## src/rtl/usb_ft_pkg.sv

```systemverilog
package usb_ft_pkg;
  // word addresses of the register port
  localparam int unsigned ADDR_CFG    = 0;
  localparam int unsigned ADDR_REMAIN = 1;
  localparam int unsigned ADDR_FNUM   = 2;
  localparam int unsigned ADDR_PSTART = 3;
  localparam int unsigned ADDR_LSTH   = 4;

  // position of the packet budget inside the configuration word
  localparam int unsigned CFG_PKT_LSB = 16;

  // strobes from control to datapath
  typedef struct packed {
    logic reload;
    logic decrement;
    logic wrCfg;
    logic wrPstart;
    logic wrLsTh;
  } ftStrobes_t;
endpackage

```

## src/rtl/usb_ft_ctrl.sv

```systemverilog
module usb_ft_ctrl
  import usb_ft_pkg::*;
#(
  parameter int unsigned ADDR_W = 3
) (
  input  logic              clk,
  input  logic              rstN,
  input  logic              bitTick,
  input  logic              remZero,
  input  logic              regWrEn,
  input  logic [ADDR_W-1:0] regAddr,
  output ftStrobes_t        stb,
  output logic              sofPulse
);
  logic sofQ;

  always_comb begin
    stb           = '0;
    stb.reload    = bitTick & remZero;
    stb.decrement = bitTick & ~remZero;
    stb.wrCfg     = regWrEn & (regAddr == ADDR_W'(ADDR_CFG));
    stb.wrPstart  = regWrEn & (regAddr == ADDR_W'(ADDR_PSTART));
    stb.wrLsTh    = regWrEn & (regAddr == ADDR_W'(ADDR_LSTH));
  end

  // strobe is registered so it lines up with the new frame number
  always_ff @(posedge clk) begin
    if (!rstN) sofQ <= 1'b0;
    else       sofQ <= stb.reload;
  end

  assign sofPulse = sofQ;
endmodule

```

## src/rtl/usb_ft_datapath.sv

```systemverilog
module usb_ft_datapath
  import usb_ft_pkg::*;
#(
  parameter int unsigned ADDR_W       = 3,
  parameter int unsigned DATA_W       = 32,
  parameter int unsigned IVL_W        = 14,
  parameter int unsigned PKT_W        = 15,
  parameter int unsigned FNUM_W       = 16,
  parameter int unsigned LS_W         = 11,
  parameter int unsigned DEF_INTERVAL = 11999,
  parameter int unsigned DEF_PKT      = 10104,
  parameter int unsigned DEF_PSTART   = 10799,
  parameter int unsigned DEF_LSTH     = 1576
) (
  input  logic              clk,
  input  logic              rstN,
  input  ftStrobes_t        stb,
  input  logic [ADDR_W-1:0] regAddr,
  input  logic [DATA_W-1:0] regWrData,
  output logic [DATA_W-1:0] regRdData,
  output logic [IVL_W-1:0]  remaining,
  output logic [FNUM_W-1:0] frameNum,
  output logic              remZero,
  output logic              periodicGo,
  output logic              lsCommitOk,
  output logic [PKT_W-1:0]  fsMaxPacket,
  output logic [IVL_W-1:0]  intervalQ,
  output logic [IVL_W-1:0]  pstartQ,
  output logic [LS_W-1:0]   lsThQ
);
  logic [IVL_W-1:0]  remQ;
  logic [FNUM_W-1:0] fnQ;
  logic [PKT_W-1:0]  pktQ;
  logic              stickyQ;
  logic              pastStart;
  logic              unusedWrBits;

  assign unusedWrBits = ^regWrData;

  // frame counter and frame number
  always_ff @(posedge clk) begin
    if (!rstN) begin
      remQ <= IVL_W'(DEF_INTERVAL);
      fnQ  <= '0;
    end else if (stb.reload) begin
      remQ <= intervalQ;
      fnQ  <= fnQ + 1'b1;
    end else if (stb.decrement) begin
      remQ <= remQ - 1'b1;
    end
  end

  // programmable values; the length is only read at reload
  always_ff @(posedge clk) begin
    if (!rstN) begin
      intervalQ <= IVL_W'(DEF_INTERVAL);
      pktQ      <= PKT_W'(DEF_PKT);
      pstartQ   <= IVL_W'(DEF_PSTART);
      lsThQ     <= LS_W'(DEF_LSTH);
    end else begin
      if (stb.wrCfg) begin
        intervalQ <= regWrData[IVL_W-1:0];
        pktQ      <= regWrData[CFG_PKT_LSB +: PKT_W];
      end
      if (stb.wrPstart) pstartQ <= regWrData[IVL_W-1:0];
      if (stb.wrLsTh)   lsThQ   <= regWrData[LS_W-1:0];
    end
  end

  // periodic window: held until the frame ends
  assign pastStart = (remQ <= pstartQ);

  always_ff @(posedge clk) begin
    if (!rstN)           stickyQ <= 1'b0;
    else if (stb.reload) stickyQ <= 1'b0;
    else if (pastStart)  stickyQ <= 1'b1;
  end

  assign periodicGo  = stickyQ | pastStart;
  assign lsCommitOk  = (remQ > IVL_W'(lsThQ));
  assign remZero     = (remQ == '0);
  assign remaining   = remQ;
  assign frameNum    = fnQ;
  assign fsMaxPacket = pktQ;

  // readback
  always_comb begin
    regRdData = '0;
    case (regAddr)
      ADDR_W'(ADDR_CFG): begin
        regRdData[IVL_W-1:0]             = intervalQ;
        regRdData[CFG_PKT_LSB +: PKT_W]  = pktQ;
      end
      ADDR_W'(ADDR_REMAIN): regRdData[IVL_W-1:0]  = remQ;
      ADDR_W'(ADDR_FNUM):   regRdData[FNUM_W-1:0] = fnQ;
      ADDR_W'(ADDR_PSTART): regRdData[IVL_W-1:0]  = pstartQ;
      ADDR_W'(ADDR_LSTH):   regRdData[LS_W-1:0]   = lsThQ;
      default:              regRdData = '0;
    endcase
  end
endmodule

```

## src/rtl/usb_frame_timer.sv

```systemverilog
module usb_frame_timer
  import usb_ft_pkg::*;
#(
  parameter int unsigned ADDR_W       = 3,
  parameter int unsigned DATA_W       = 32,
  parameter int unsigned IVL_W        = 14,
  parameter int unsigned PKT_W        = 15,
  parameter int unsigned FNUM_W       = 16,
  parameter int unsigned LS_W         = 11,
  parameter int unsigned DEF_INTERVAL = 11999,
  parameter int unsigned DEF_PKT      = 10104,
  parameter int unsigned DEF_PSTART   = 10799,
  parameter int unsigned DEF_LSTH     = 1576
) (
  input  logic              clk,
  input  logic              rstN,
  input  logic              bitTick,
  input  logic              regWrEn,
  input  logic [ADDR_W-1:0] regAddr,
  input  logic [DATA_W-1:0] regWrData,
  output logic [DATA_W-1:0] regRdData,
  output logic [IVL_W-1:0]  remaining,
  output logic [FNUM_W-1:0] frameNum,
  output logic              sofPulse,
  output logic              periodicGo,
  output logic              lsCommitOk,
  output logic [PKT_W-1:0]  fsMaxPacket
);
  ftStrobes_t       stb;
  logic             remZero;
  logic [IVL_W-1:0] intervalQ;
  logic [IVL_W-1:0] pstartQ;
  logic [LS_W-1:0]  lsThQ;

  usb_ft_ctrl #(.ADDR_W(ADDR_W)) i_ctrl (
    .clk(clk), .rstN(rstN), .bitTick(bitTick), .remZero(remZero),
    .regWrEn(regWrEn), .regAddr(regAddr), .stb(stb), .sofPulse(sofPulse)
  );

  usb_ft_datapath #(
    .ADDR_W(ADDR_W), .DATA_W(DATA_W), .IVL_W(IVL_W), .PKT_W(PKT_W),
    .FNUM_W(FNUM_W), .LS_W(LS_W), .DEF_INTERVAL(DEF_INTERVAL),
    .DEF_PKT(DEF_PKT), .DEF_PSTART(DEF_PSTART), .DEF_LSTH(DEF_LSTH)
  ) i_dp (
    .clk(clk), .rstN(rstN), .stb(stb), .regAddr(regAddr),
    .regWrData(regWrData), .regRdData(regRdData), .remaining(remaining),
    .frameNum(frameNum), .remZero(remZero), .periodicGo(periodicGo),
    .lsCommitOk(lsCommitOk), .fsMaxPacket(fsMaxPacket),
    .intervalQ(intervalQ), .pstartQ(pstartQ), .lsThQ(lsThQ)
  );
endmodule

```

## config.mk

```make
export PLATFORM = sky130hd
export DESIGN_NAME = usb_frame_timer
export DESIGN_NICKNAME = d
export VERILOG_FILES = /design/src/rtl/usb_ft_pkg.sv /design/src/rtl/usb_ft_ctrl.sv /design/src/rtl/usb_ft_datapath.sv /design/src/rtl/usb_frame_timer.sv
export SDC_FILE = /design/constraint.sdc
export NUM_CORES = 1
export LEC_CHECK = 0
export BUFFER_PORTS_ARGS = -buffer_cell sky130_fd_sc_hd__buf_2
export CAP_MARGIN = 10
export CELL_PAD_IN_SITES_DETAIL_PLACEMENT = 0
export CELL_PAD_IN_SITES_GLOBAL_PLACEMENT = 2
export CORE_MARGIN = 1
export CORE_UTILIZATION = 31
export DETAILED_ROUTE_END_ITERATION = 12
export GPL_ROUTABILITY_DRIVEN = 1
export PLACE_DENSITY = 0.83
export SLEW_MARGIN = 10
export SYNTH_ARGS = -nofsm -noshare
export SYNTH_HDL_FRONTEND = slang
export SYNTH_HIERARCHICAL = 1
export SYNTH_SLANG_ARGS = --single-unit
```

## constraint.sdc

```tcl
create_clock -name clk -period 3.9 [get_ports clk]
set_clock_uncertainty 0.2 [all_clocks]
set_input_delay 0.195 -clock clk [delete_from_list [all_inputs] [get_ports clk]]
set_output_delay 0.195 -clock clk [all_outputs]
set_load 0.02 [all_outputs]
```

# == Word level (Yosys, flattened, before mapping) ==
# Index checks and enable logic that the tools add are counted.
# op_classes
reduce_logical,4
multipliers,0
bitwise,8
mux,6
addsub,2
order_cmp,2
eq_ne,4
div_mod_pow,0
shifts,0
# op_table
cell,n
$pmux W11 S5,1
$mux W14,2
$add A16 B1 Y16 const B,1
$mux W15,1
$gt A14 B11 Y1,1
$le A14 B14 Y1,1
$logic_not A14 Y1,1
$sub A14 B1 Y14 const B,1
$pmux W3 S4,1
$eq A3 B2 Y1 const B,2
$and A1 B1 Y1,5
$eq A3 B1 Y1 const B,1
$eq A3 B3 Y1 const B,1
$logic_not A3 Y1,1
$mux W2,1
$not A1 Y1,2
$reduce_bool A2 Y1,1
$reduce_or A2 Y1,1
$or A1 B1 Y1,1
# word_totals
input_bits,39
latch_bits,0
rom_bits,0
n_memories,0
regBits,86
elab_cells,34
mem_bits_rw,0

# == Logic depth before layout (Yosys ltp) ==
# Gate-level depths: netlist of run 1.
# depth
depth_word,5
mapped_depth,11

# == Hierarchy ==
# The synthesis of run 1 kept the hierarchy.
# modules_own_cells
module,seq_area_each_um2,area_per_inst_um2,instances,cells_each
usb_ft_datapath,1701.6,4561.9,1,515
usb_ft_ctrl,20.0,76.3,1,7

# == Worst setup path before layout of run 1 ==
# No wires, ideal clock.
# synth_timing
path_kind,register to register
startpoint,register i_dp.remQ[5] (netlist: i_dp/remaining[5])
endpoint,register i_dp.fnQ[15] (netlist: i_dp/frameNum[15])
path_stages_with_launch,11
path_slack_ns,0.810
setup_ns,0.071
required_ns,3.629
arrival_ns,2.819
path_buffers,1
cell_sequence,dfxtp_1 or4_4 or2_2 nor2_1 and2_1 clkbuf_1 and4_1 and2_1 nand3_1 or3_1 a21oi_1
# synth_lines
item,line_no,source
start: declaration,usb_ft_datapath.sv:31,logic [IVL_W-1:0] remQ;
start signal: assignment,usb_ft_datapath.sv:43,remQ <= IVL_W'(DEF_INTERVAL);
start signal: assignment,usb_ft_datapath.sv:46,remQ <= intervalQ;
start signal: assignment,usb_ft_datapath.sv:49,remQ <= remQ - 1'b1;
end signal: assignment,usb_ft_datapath.sv:47,fnQ <= fnQ + 1'b1;
end: declaration,usb_ft_datapath.sv:32,logic [FNUM_W-1:0] fnQ;

==> flow_metrics.tcl, run 1 <==
set metrics [dict create \
    setup-tns-final_ns 0 \
    slowest_stage_cell_crit_path "or4_4" \
    startpoint_type "flip-flop" \
    top_layer_in_use "met4" \
    cts_sink_cnt 86 \
    leak_nw 2.559 \
    cts_inserted_buffers 9 \
    postSynthCellCount 522 \
    synthTopCellsByArea "dfxtp_1 37%, mux2i_1 13%, ha_1 7.6%" \
    chipHeight_um 124.3 \
    criticalPathCategory "flip-flop to flip-flop" \
    met2WireLength_um 6529 \
    yosys.area_share.adder_pct 7.553 \
    min-delay-path-class "input pin to flip-flop" \
    synth.lib_cells_used.distinct 48 \
    synth_mux_area_share_pct 15.11 \
    clk_root_buffer_cell "clkbuf_16" \
    critPathTopFamily "simple AND/OR/NAND/NOR gates" \
    crit_top_cell "and2_1" \
    gr-total-overflow 0 \
    setup.reg_to_reg.worst_slack_ns 0.71 \
    worst_setup_hold_path_clk_slew_ns 0.06 \
    worst_pin_slew_ns 0.9141 \
    grtUsageTotal_pct 18.62 \
    cts_tree "built" \
    fin_crit_sh_pct 81.89 \
    vias 4103 \
    die_w_um 124.3 \
    slew_headroom_pct 38.73 \
    post_cts_resize_count 0 \
    clock_path_buffers 2 \
    layout_min_cycle_time_ns 3.194 \
    grt_setup_unrepaired "false" \
    vias_per_cell 4.850 \
    finalHoldViolCount 0 \
    postSynthRegisterBits 86 \
    crit_required_ns 3.98 \
    yosysMostFrequentCell "dfxtp_1" \
    grt_pass1_wl_um 22280 \
    path_buf_inv 0 \
    detail_route.wirelength.met1_um 6628 \
    max_freq_mhz 313.1 \
    ant_nets 0 \
    worst_hold_path.num_cells 3 \
    timing_max_transition_violations_final 0 \
    status "completed" \
    critical_path.endpoint_type "flip-flop" \
    critical_path_arrival_ns 3.27 \
    cellPowerDensity_nw_per_um2 340.6 \
    post-route-drc-count 0 \
    dr.first_iter.drc_count 126 \
    top_level_ports 119 \
    crit_fanout 9 \
    setup_viol_count_final 0 \
    maximum_number_of_pins_on_one_net_before_global_route_repair 45 \
    grt_pass1_vias 4014 \
    timing.critical_path.depth 9 \
    route.met3.wl_um 811 \
    placement_rows 44 \
    dpl.hpwl_um 9896 \
    finalWeightedCongestion 0.8238 \
    totalPowerFinal_mw 2.042 \
    number_of_antenna_violations_at_the_first_check_in_global_routing 0 \
    synth.yosys.warnings 6 \
    vdd.ir_drop.worst_mv 0.2767 \
    reg2reg_depth 9 \
    drt_pre_antenna_iters 4 \
    synth_async_sr_flop_share_pct 0 \
    synth-compound-area-share_pct 10.17 \
    synth.top_cells.by_count "86 x dfxtp_1, 65 x nand2_1, 61 x mux2i_1, 49 x nor2_1, 29 x inv_1" \
    synth_edf_count 0 \
    synth_largest_area_cell "dfxtp_1" \
    synth_fp_nets 589 \
    synth_top_flop_cell "dfxtp_1" \
    buffer_ports.inserted 114 \
    cts.htree.levels 3 \
    floorplan.core_area_um2 14590 \
    initial_core_util_pct 31.79 \
    synth_seq_area_share_pct 37.12 \
    dieArea_um2 15460 \
    fin_nets 725 \
    syn-cell-area_um2 4638 \
    synth_top_family_by_area "simple AND/OR/NAND/NOR gates" \
    clk_latency_ns 0.34 \
    final_layout_size_suffix_gt1_share_pct 22.96 \
    yosys.area_share.simple_pct 20.18 \
    routedWlPerCell_um 16.68 \
    syn-mean-instance-area_um2 8.885 \
    worst_path_largest_cell_delay_ns 0.60 \
    netlist.area_leader.share_pct 37.12 \
    synth_xor_xnor_area_share_pct 4.532 \
    max_cap_viol_count 0 \
    antenna_cells_inserted 0 \
    layout-area-overhead-vs-synth_pct 29.27 \
    finalHoldWorstSlack_ns 0.1676 \
    routed_wirelength_um 14110 \
    crit_path_cells "or4_4 > or2_2 > nor2_1 > and2_1 > and4_1 > and2_1 > nand3_1 > or3_1 > a21oi_1" \
]
==> path summary, 6_finish.rpt <==
kind                            start                  end
hold reg to reg   i_dp/fsMaxPacket[5]  i_dp/fsMaxPacket[5]
setup / recovery    i_dp/remaining[5]    i_dp/frameNum[15]
setup reg to reg    i_dp/remaining[5]    i_dp/frameNum[15]
hold / removal                   rstN  i_dp/fsMaxPacket[6]
==> repair_timing <==
item	4_1_cts	5_1_grt
setup endpoints to repair	0	0
buffers inserted	0	0
endpoints found under the hold margin	55	0
hold buffers	30	0
==> where the power goes <==
group	switching, mW	internal, mW
clock	0.342	0.554
sequential	0.0130	0.895
combinational	0.136	0.102
==> kinds of logic (layout without fill, tap and decap cells) <==
logic type / after synthesis / in the layout
AO/OA/AOI/OAI: 69 / 69
XOR/XNOR: 24 / 24
adder cells (fa/ha/maj): 28 / 28
buffers and inverters: 57 / 197
flip-flops: 86 / 86
multiplexers: 65 / 65
other: 1 / 1
AND/OR/NAND/NOR: 192 / 192
==> worst register-to-register path, cell delays in order (launching register included) <==
cell,delay (ns)
dfxtp_1,0.41
or4_4,0.60
or2_2,0.32
nor2_1,0.18
and2_1,0.20
and4_1,0.29
and2_1,0.21
nand3_1,0.19
or3_1,0.39
a21oi_1,0.13
==> sequential cells by signal (all words and copies together) (netlist names) <==
register	count
i_dp/stickyQ	1
i_dp/pstartQ	14
i_ctrl/sofPulse	1
i_dp/intervalQ	14
i_dp/remaining	14
i_dp/lsThQ	11
i_dp/fsMaxPacket	15
i_dp/frameNum	16
==> stage by stage <==
| stage | utilization, % | cells | setup WS (ns) | cell area, um^2 |
|---|---|---|---|---|
| after floorplan | - | 522 | 0.8101 | 4638 |
| after detailed placement | 36.96 | 801 | 0.7149 | 5391 |
| after global placement | 36.96 | 801 | 0.7428 | 5391 |
| final | 41.10 | 846 | 0.7064 | 5996 |
| after global routing | 41.10 | 846 | 0.4994 | 5996 |
| after CTS | 41.10 | 846 | 0.6981 | 5996 |
==> cells in the final DEF (no fill, tap or decap), types with 13 or more instances in the layout <==
cell type and instances:
nand2_1 65, nor2_1 49, mux2i_1 61, xnor2_1 13
dfxtp_1 86, o211ai_1 13, ha_1 28, dlygate4sd3_1 30
o21ai_0 18, inv_1 29, buf_2 114, and2_1 23
==> per-layer routing <==
metal | vias to the layer above | track usage (%)
met5 | - | 0
met4 | 0 | 4.111
met3 | 8 | 5.326
met2 | 132 | 30.52
met1 | 1886 | 24.13
li1 | 2077 | -
==> final cells by class <==
cell class              instances  area, um^2
repair buffers                152       930.9
clock buffers                  10       229.0
well taps                     184       230.2
clock inverters                 5       75.07
multi-input cells             379        2696
fillers                      1463        8593
inverters                      30       112.6
flip-flops and latches         86        1722
(Power assumes the default switching activity.)
==> run 2, diff against run 1 <==
Settings changed: ABC_AREA set to 1, CORE_UTILIZATION 31 to 26, PLACE_DENSITY 0.83 to 0.81.
Clock period 3.9 ns to 2.6 ns, I/O delays scaled along.
==> flow_metrics.tcl, run 2 <==
set metrics [dict create \
    worst_pin_slew_ns 0.7707 \
    synth-compound-area-share_pct 20.22 \
    max_freq_mhz 415.9 \
    placement_rows 48 \
    post-route-drc-count 0 \
    routedWlPerCell_um 15.28 \
    crit_top_cell "nand2_1" \
    die_w_um 136.3 \
    cts_sink_cnt 86 \
    cts_inserted_buffers 9 \
    vias 4939 \
    antenna_cells_inserted 0 \
    gr-total-overflow 0 \
    drt_pre_antenna_iters 5 \
    clock_path_buffers 2 \
    cts.htree.levels 3 \
    grtUsageTotal_pct 18.43 \
    synth_async_sr_flop_share_pct 0 \
    setup_viol_count_final 0 \
    finalHoldWorstSlack_ns 0.07362 \
    critical_path.endpoint_type "primary output" \
    synth_edf_count 0 \
    synth_top_family_by_area "simple AND/OR/NAND/NOR gates" \
    synth_top_flop_cell "dfxtp_1" \
    top_level_ports 119 \
    layout_min_cycle_time_ns 2.404 \
    slew_headroom_pct 48.55 \
    yosys.area_share.simple_pct 24.14 \
    clk_root_buffer_cell "clkbuf_16" \
    leak_nw 3.119 \
    ant_nets 0 \
    syn-mean-instance-area_um2 6.818 \
    netlist.area_leader.share_pct 36.70 \
    setup.reg_to_reg.worst_slack_ns 0.29 \
    crit_path_cells "buf_4 > ha_1 > nand2_1 > nor3_1 > a21oi_1 > nand2_1 > buf_2" \
    critical_path_arrival_ns 2.07 \
    vdd.ir_drop.worst_mv 0.3098 \
    buffer_ports.inserted 114 \
    cellPowerDensity_nw_per_um2 502.2 \
    final_layout_size_suffix_gt1_share_pct 20.73 \
    cts_tree "built" \
    min-delay-path-class "input pin to flip-flop" \
    maximum_number_of_pins_on_one_net_before_global_route_repair 50 \
    crit_fanout 8 \
    yosys.area_share.adder_pct 7.469 \
    finalWeightedCongestion 0.8557 \
    status "completed" \
    slowest_stage_cell_crit_path "nor3_1" \
    dr.first_iter.drc_count 272 \
    synth_seq_area_share_pct 36.70 \
    vias_per_cell 4.599 \
    grt_pass1_vias 4661 \
    grt_setup_unrepaired "false" \
    layout-area-overhead-vs-synth_pct 33.10 \
    worst_path_largest_cell_delay_ns 0.46 \
    postCtsSetupRepairBufs 0 \
    synthTopCellsByArea "dfxtp_1 37%, nand2_1 10%, a21oi_1 8.4%" \
    worst_setup_hold_path_clk_slew_ns 0.06 \
    synth.yosys.warnings 6 \
    dpl.hpwl_um 12130 \
    synth.top_cells.by_count "131 x nand2_1, 94 x inv_1, 86 x dfxtp_1, 79 x a21oi_1" \
    grt_pass1_wl_um 25560 \
    initial_core_util_pct 26.84 \
    max_cap_viol_count 0 \
    routed_wirelength_um 16420 \
    postSynthRegisterBits 86 \
    fin_nets 912 \
    chipHeight_um 136.3 \
    synth.lib_cells_used.distinct 35 \
    crit_required_ns 2.27 \
    criticalPathCategory "flip-flop to primary output" \
    startpoint_type "flip-flop" \
    syn-cell-area_um2 4691 \
    fin_crit_sh_pct 92.47 \
    number_of_antenna_violations_at_the_first_check_in_global_routing 0 \
    dieArea_um2 18580 \
    postSynthCellCount 688 \
    floorplan.core_area_um2 17480 \
    yosysMostFrequentCell "nand2_1" \
    synth_mux_area_share_pct 0 \
    preCtsSetupSlack_ns 0.1193 \
    clk_latency_ns 0.34 \
    num-fill-cells 1894 \
    mostFrequentLayoutCells "131 x nand2_1, 114 x buf_2, 93 x inv_1" \
    setup-tns-final_ns 0 \
    timing_max_transition_violations_final 0 \
    finalHoldViolCount 0 \
    synth_fp_nets 755 \
    synth_largest_area_cell "dfxtp_1" \
    layout_commonest_cell "nand2_1" \
    setup_ws_ns 0.1958 \
    flip_flop_count_of_the_largest_register_after_layout 16 \
    synth_xor_xnor_area_share_pct 0.9336 \
]
run 2: cell count changes after synthesis, sizes merged, moves of 11 or more:
cell	change
mux2i	-61
nand2	+69
o21ai	+52
and2	-23
inv	+70
nand3	+28
nor2	+28
o22ai	+11
xnor2	-12
a21oi	+68
run 2: path summary, 6_finish.rpt:
kind / start / end / depth (start not counted)
setup reg to reg: i_dp/remaining[1] / i_dp/frameNum[14] / 13
setup / recovery: i_dp/remaining[5] / periodicGo / 7
hold / removal: regWrEn / i_dp/lsThQ[5] / 4
hold reg to reg: i_dp/fsMaxPacket[1] / i_dp/fsMaxPacket[1] / 2
run 2: final cells by class:
type                            count  area, um^2  area share, %
Clock buffer                       15       287.8          4.609
Timing Repair Buffer              173        1089          17.43
Sequential cell                    86        1722          27.58
Inverter                           99       374.1          5.992
Multi-Input combinational cell    476        2490          39.88
Tap cell                          225       281.5          4.509
run 2: kinds of logic (layout without fill, tap and decap cells):
kind of cell | Yosys count | count (layout)
simple gates | 265 | 265
compound gates | 177 | 177
buf+inv | 126 | 287
flops | 86 | 86
fa+ha+maj | 28 | 28
xor+xnor | 5 | 5
other cells | 1 | 1
run 2: through the flow:
| stage | area (um^2) | util, % | cells | total power [mW] |
|---|---|---|---|---|
| final | 6243 | 35.72 | 1074 | 3.136 |
| after global routing | 6243 | 35.72 | 1074 | 3.297 |
| after CTS | 6230 | 35.65 | 1074 | 3.186 |
| after detailed placement | 5642 | 32.28 | 1029 | 1.859 |
| after global placement | 5642 | 32.28 | 1029 | 1.858 |
| after floorplan | 4691 | - | 688 | 1.674 |
run 2: critical path: cells and delay by family, from the launching register on:
| family | cells | cell delay (ns) |
|---|---|---|
| adders and majority gates | 1 | 0.30 |
| and+or+nand+nor | 3 | 0.64 |
| DFF | 1 | 0.31 |
| AOI/OAI and AO/OA | 1 | 0.16 |
| buffers and inverters | 2 | 0.33 |
run 2: timing repair:
item | in CTS | in global routing
hold buffers | 30 | 0
resized for setup | 0 | 4
endpoints found under the hold margin | 55 | 0
endpoints found under the setup margin | 0 | 20
run 2: routing by layer:
metal | global-route usage, % | share of wire, % | up-vias
li1 | - | - | 2566
met1 | 23.07 | 45 | 2246
met2 | 31.25 | 48 | 117
met3 | 4.884 | 5.3 | 10
met4 | 4.321 | 1.1 | 0
met5 | 0 | 0 | -
run 2: power by group:
group	internal, mW	switching, mW	leakage (nW)
sequential	1.36	0.0181	0.700
combinational	0.181	0.302	2.28
clock	0.749	0.527	0.142
total	2.29	0.848	3.12
==> run 3, diff against run 2 <==
--- a/config.mk
+++ b/config.mk
@@ -16,4 +16,3 @@
 export GPL_ROUTABILITY_DRIVEN = 1
-export PLACE_DENSITY = 0.81
-export SLEW_MARGIN = 10
+export PLACE_DENSITY = 0.75
 export SYNTH_ARGS = -nofsm -noshare
--- a/constraint.sdc
+++ b/constraint.sdc
@@ -4,2 +4,2 @@
 set_output_delay 0.13 -clock clk [all_outputs]
-set_load 0.02 [all_outputs]
+set_load 0.01 [all_outputs]
==> flow_metrics.tcl, run 3 (synthesized netlist as in run 2, its figures left out) <==
set metrics [dict create \
    critical_path_arrival_ns 2.36 \
    finalWeightedCongestion 0.8898 \
    num-fill-cells 1853 \
    post-route-drc-count 0 \
    slew_headroom_pct 40.60 \
    grt_pass1_wl_um 26330 \
    cellPowerDensity_nw_per_um2 506.6 \
    finalHoldWorstSlack_ns 0.03609 \
    dr.first_iter.drc_count 342 \
    final_standard_cell_count_with_taps_included_and_fillers_excluded 1074 \
    layout_commonest_cell "nand2_1" \
    antenna_cells_inserted 0 \
    cts.htree.levels 3 \
    grt_setup_unrepaired "false" \
    worst_setup_hold_path_clk_slew_ns 0.07 \
    max_cap_viol_count 0 \
    maximum_number_of_pins_on_one_net_before_global_route_repair 50 \
    drt_pre_antenna_iters 5 \
    totalPowerFinal_mw 3.166 \
    max_freq_mhz 431.9 \
    placement_rows 48 \
    cts_sink_cnt 86 \
    routed_wirelength_um 17210 \
    buffer_ports.inserted 114 \
    flip_flop_count_of_the_largest_register_after_layout 16 \
    fin_crit_sh_pct 89.05 \
    worst_pin_slew_ns 0.8901 \
    status "completed" \
    vias_per_cell 4.757 \
    critical_path.endpoint_type "flip-flop" \
    die_w_um 136.3 \
    crit_fanout 9 \
    layout_min_cycle_time_ns 2.315 \
    top_layer_in_use "met4" \
    cts_inserted_buffers 9 \
    layout-area-overhead-vs-synth_pct 33.24 \
    top_level_ports 119 \
    criticalPathCategory "flip-flop to flip-flop" \
    clk_root_buffer_cell "clkbuf_16" \
    initial_core_util_pct 26.84 \
    clk_latency_ns 0.35 \
    numPlacedInstances 1028 \
    min-delay-path-class "input pin to flip-flop" \
    cts_tree "built" \
    chipHeight_um 136.3 \
    leak_nw 3.125 \
    setup-tns-final_ns 0 \
    clock_path_buffers 2 \
    multi_input_gate_area_um2 2494 \
    route.met3.wl_um 971 \
    timing_max_transition_violations_final 0 \
    startpoint_type "flip-flop" \
    crit_required_ns 2.64 \
    grt_pass1_vias 4780 \
    setup_viol_count_final 0 \
    final-seq-area_um2 1722 \
    vdd.ir_drop.worst_mv 0.2595 \
    finalHoldViolCount 0 \
    final_layout_size_suffix_gt1_share_pct 21.20 \
    postCtsSetupRepairBufs 0 \
    routedWlPerCell_um 16.03 \
    vias 5109 \
    floorplan.core_area_um2 17480 \
    gr-total-overflow 0 \
    finish.utilization_pct 35.76 \
    dpl.hpwl_um 13300 \
    preCtsSetupSlack_ns 0.03018 \
    number_of_antenna_violations_at_the_first_check_in_global_routing 0 \
    detail_route.wirelength.met1_um 7941 \
    finish.instance_area_um2 6250 \
    met2WireLength_um 7742 \
    fin_nets 911 \
    mostFrequentLayoutCells "131 x nand2_1, 114 x buf_2, 93 x inv_1" \
    grtUsageTotal_pct 19.12 \
    dieArea_um2 18580 \
    cell_area_reported_after_detailed_placement_um2 5634 \
    ant_nets 0 \
    setup_ws_ns 0.2847 \
]
run 3: changes by cell type in the layout (fill, tap and decap cells not counted), sizes merged:
| cell | before | now |
|---|---|---|
| clkbuf | 15 | 10 |
| clkinv | 0 | 4 |
| buf | 143 | 142 |
| bufinv | 0 | 1 |
| clkinvlp | 0 | 1 |
run 3: power breakdown:
part | switching, mW | internal [mW]
Combinational | 0.275 | 0.179
Sequential | 0.0210 | 1.36
Clock | 0.565 | 0.768
Total | 0.861 | 2.30
run 3: area by class of cell:
| cell class | instances | share of cell area [%] |
|---|---|---|
| Clock inverter | 6 | 0.9810 |
| Tap cell | 225 | 4.505 |
| Sequential cell | 86 | 27.55 |
| Inverter | 99 | 5.946 |
| Clock buffer | 10 | 3.824 |
| Timing Repair Buffer | 172 | 17.30 |
| Multi-Input combinational cell | 476 | 39.90 |
run 3: metal layers:
layer	vias up	global-route usage (%)
met5	-	0
met4	0	9.136
met3	25	3.318
met2	165	29.92
met1	2353	25.31
li1	2566	-
run 3: path summary, 6_finish.rpt:
check / cells after the start / to / slack, ns / startpoint
worst min-delay path: 4 / i_dp/lsThQ[9] / 0.04 / regWrEn
worst max register to register: 13 / i_dp/frameNum[15] / 0.28 / i_dp/remaining[1]
worst max-delay path: 13 / i_dp/frameNum[15] / 0.28 / i_dp/remaining[1]
worst min register to register: 2 / i_dp/fsMaxPacket[11] / 0.27 / i_dp/fsMaxPacket[11]
run 3: what timing repair did:
item	in CTS	in global routing
hold buffers	30	0
endpoints found under the hold margin	55	0
endpoints found under the setup margin	0	16
resized for setup	0	4
run 3: worst max-delay path: stages (launching register included):
cell and delay, ns:
dfxtp_1 0.31, inv_1 0.10, ha_1 0.19, nand2_1 0.07, nor4_2 0.28, nand2_1 0.13
inv_2 0.15, nand2_1 0.11, nor2_4 0.16, nand4_4 0.12, nor2_2 0.17, nand3_1 0.10
nand2_1 0.07, nor2_1 0.04
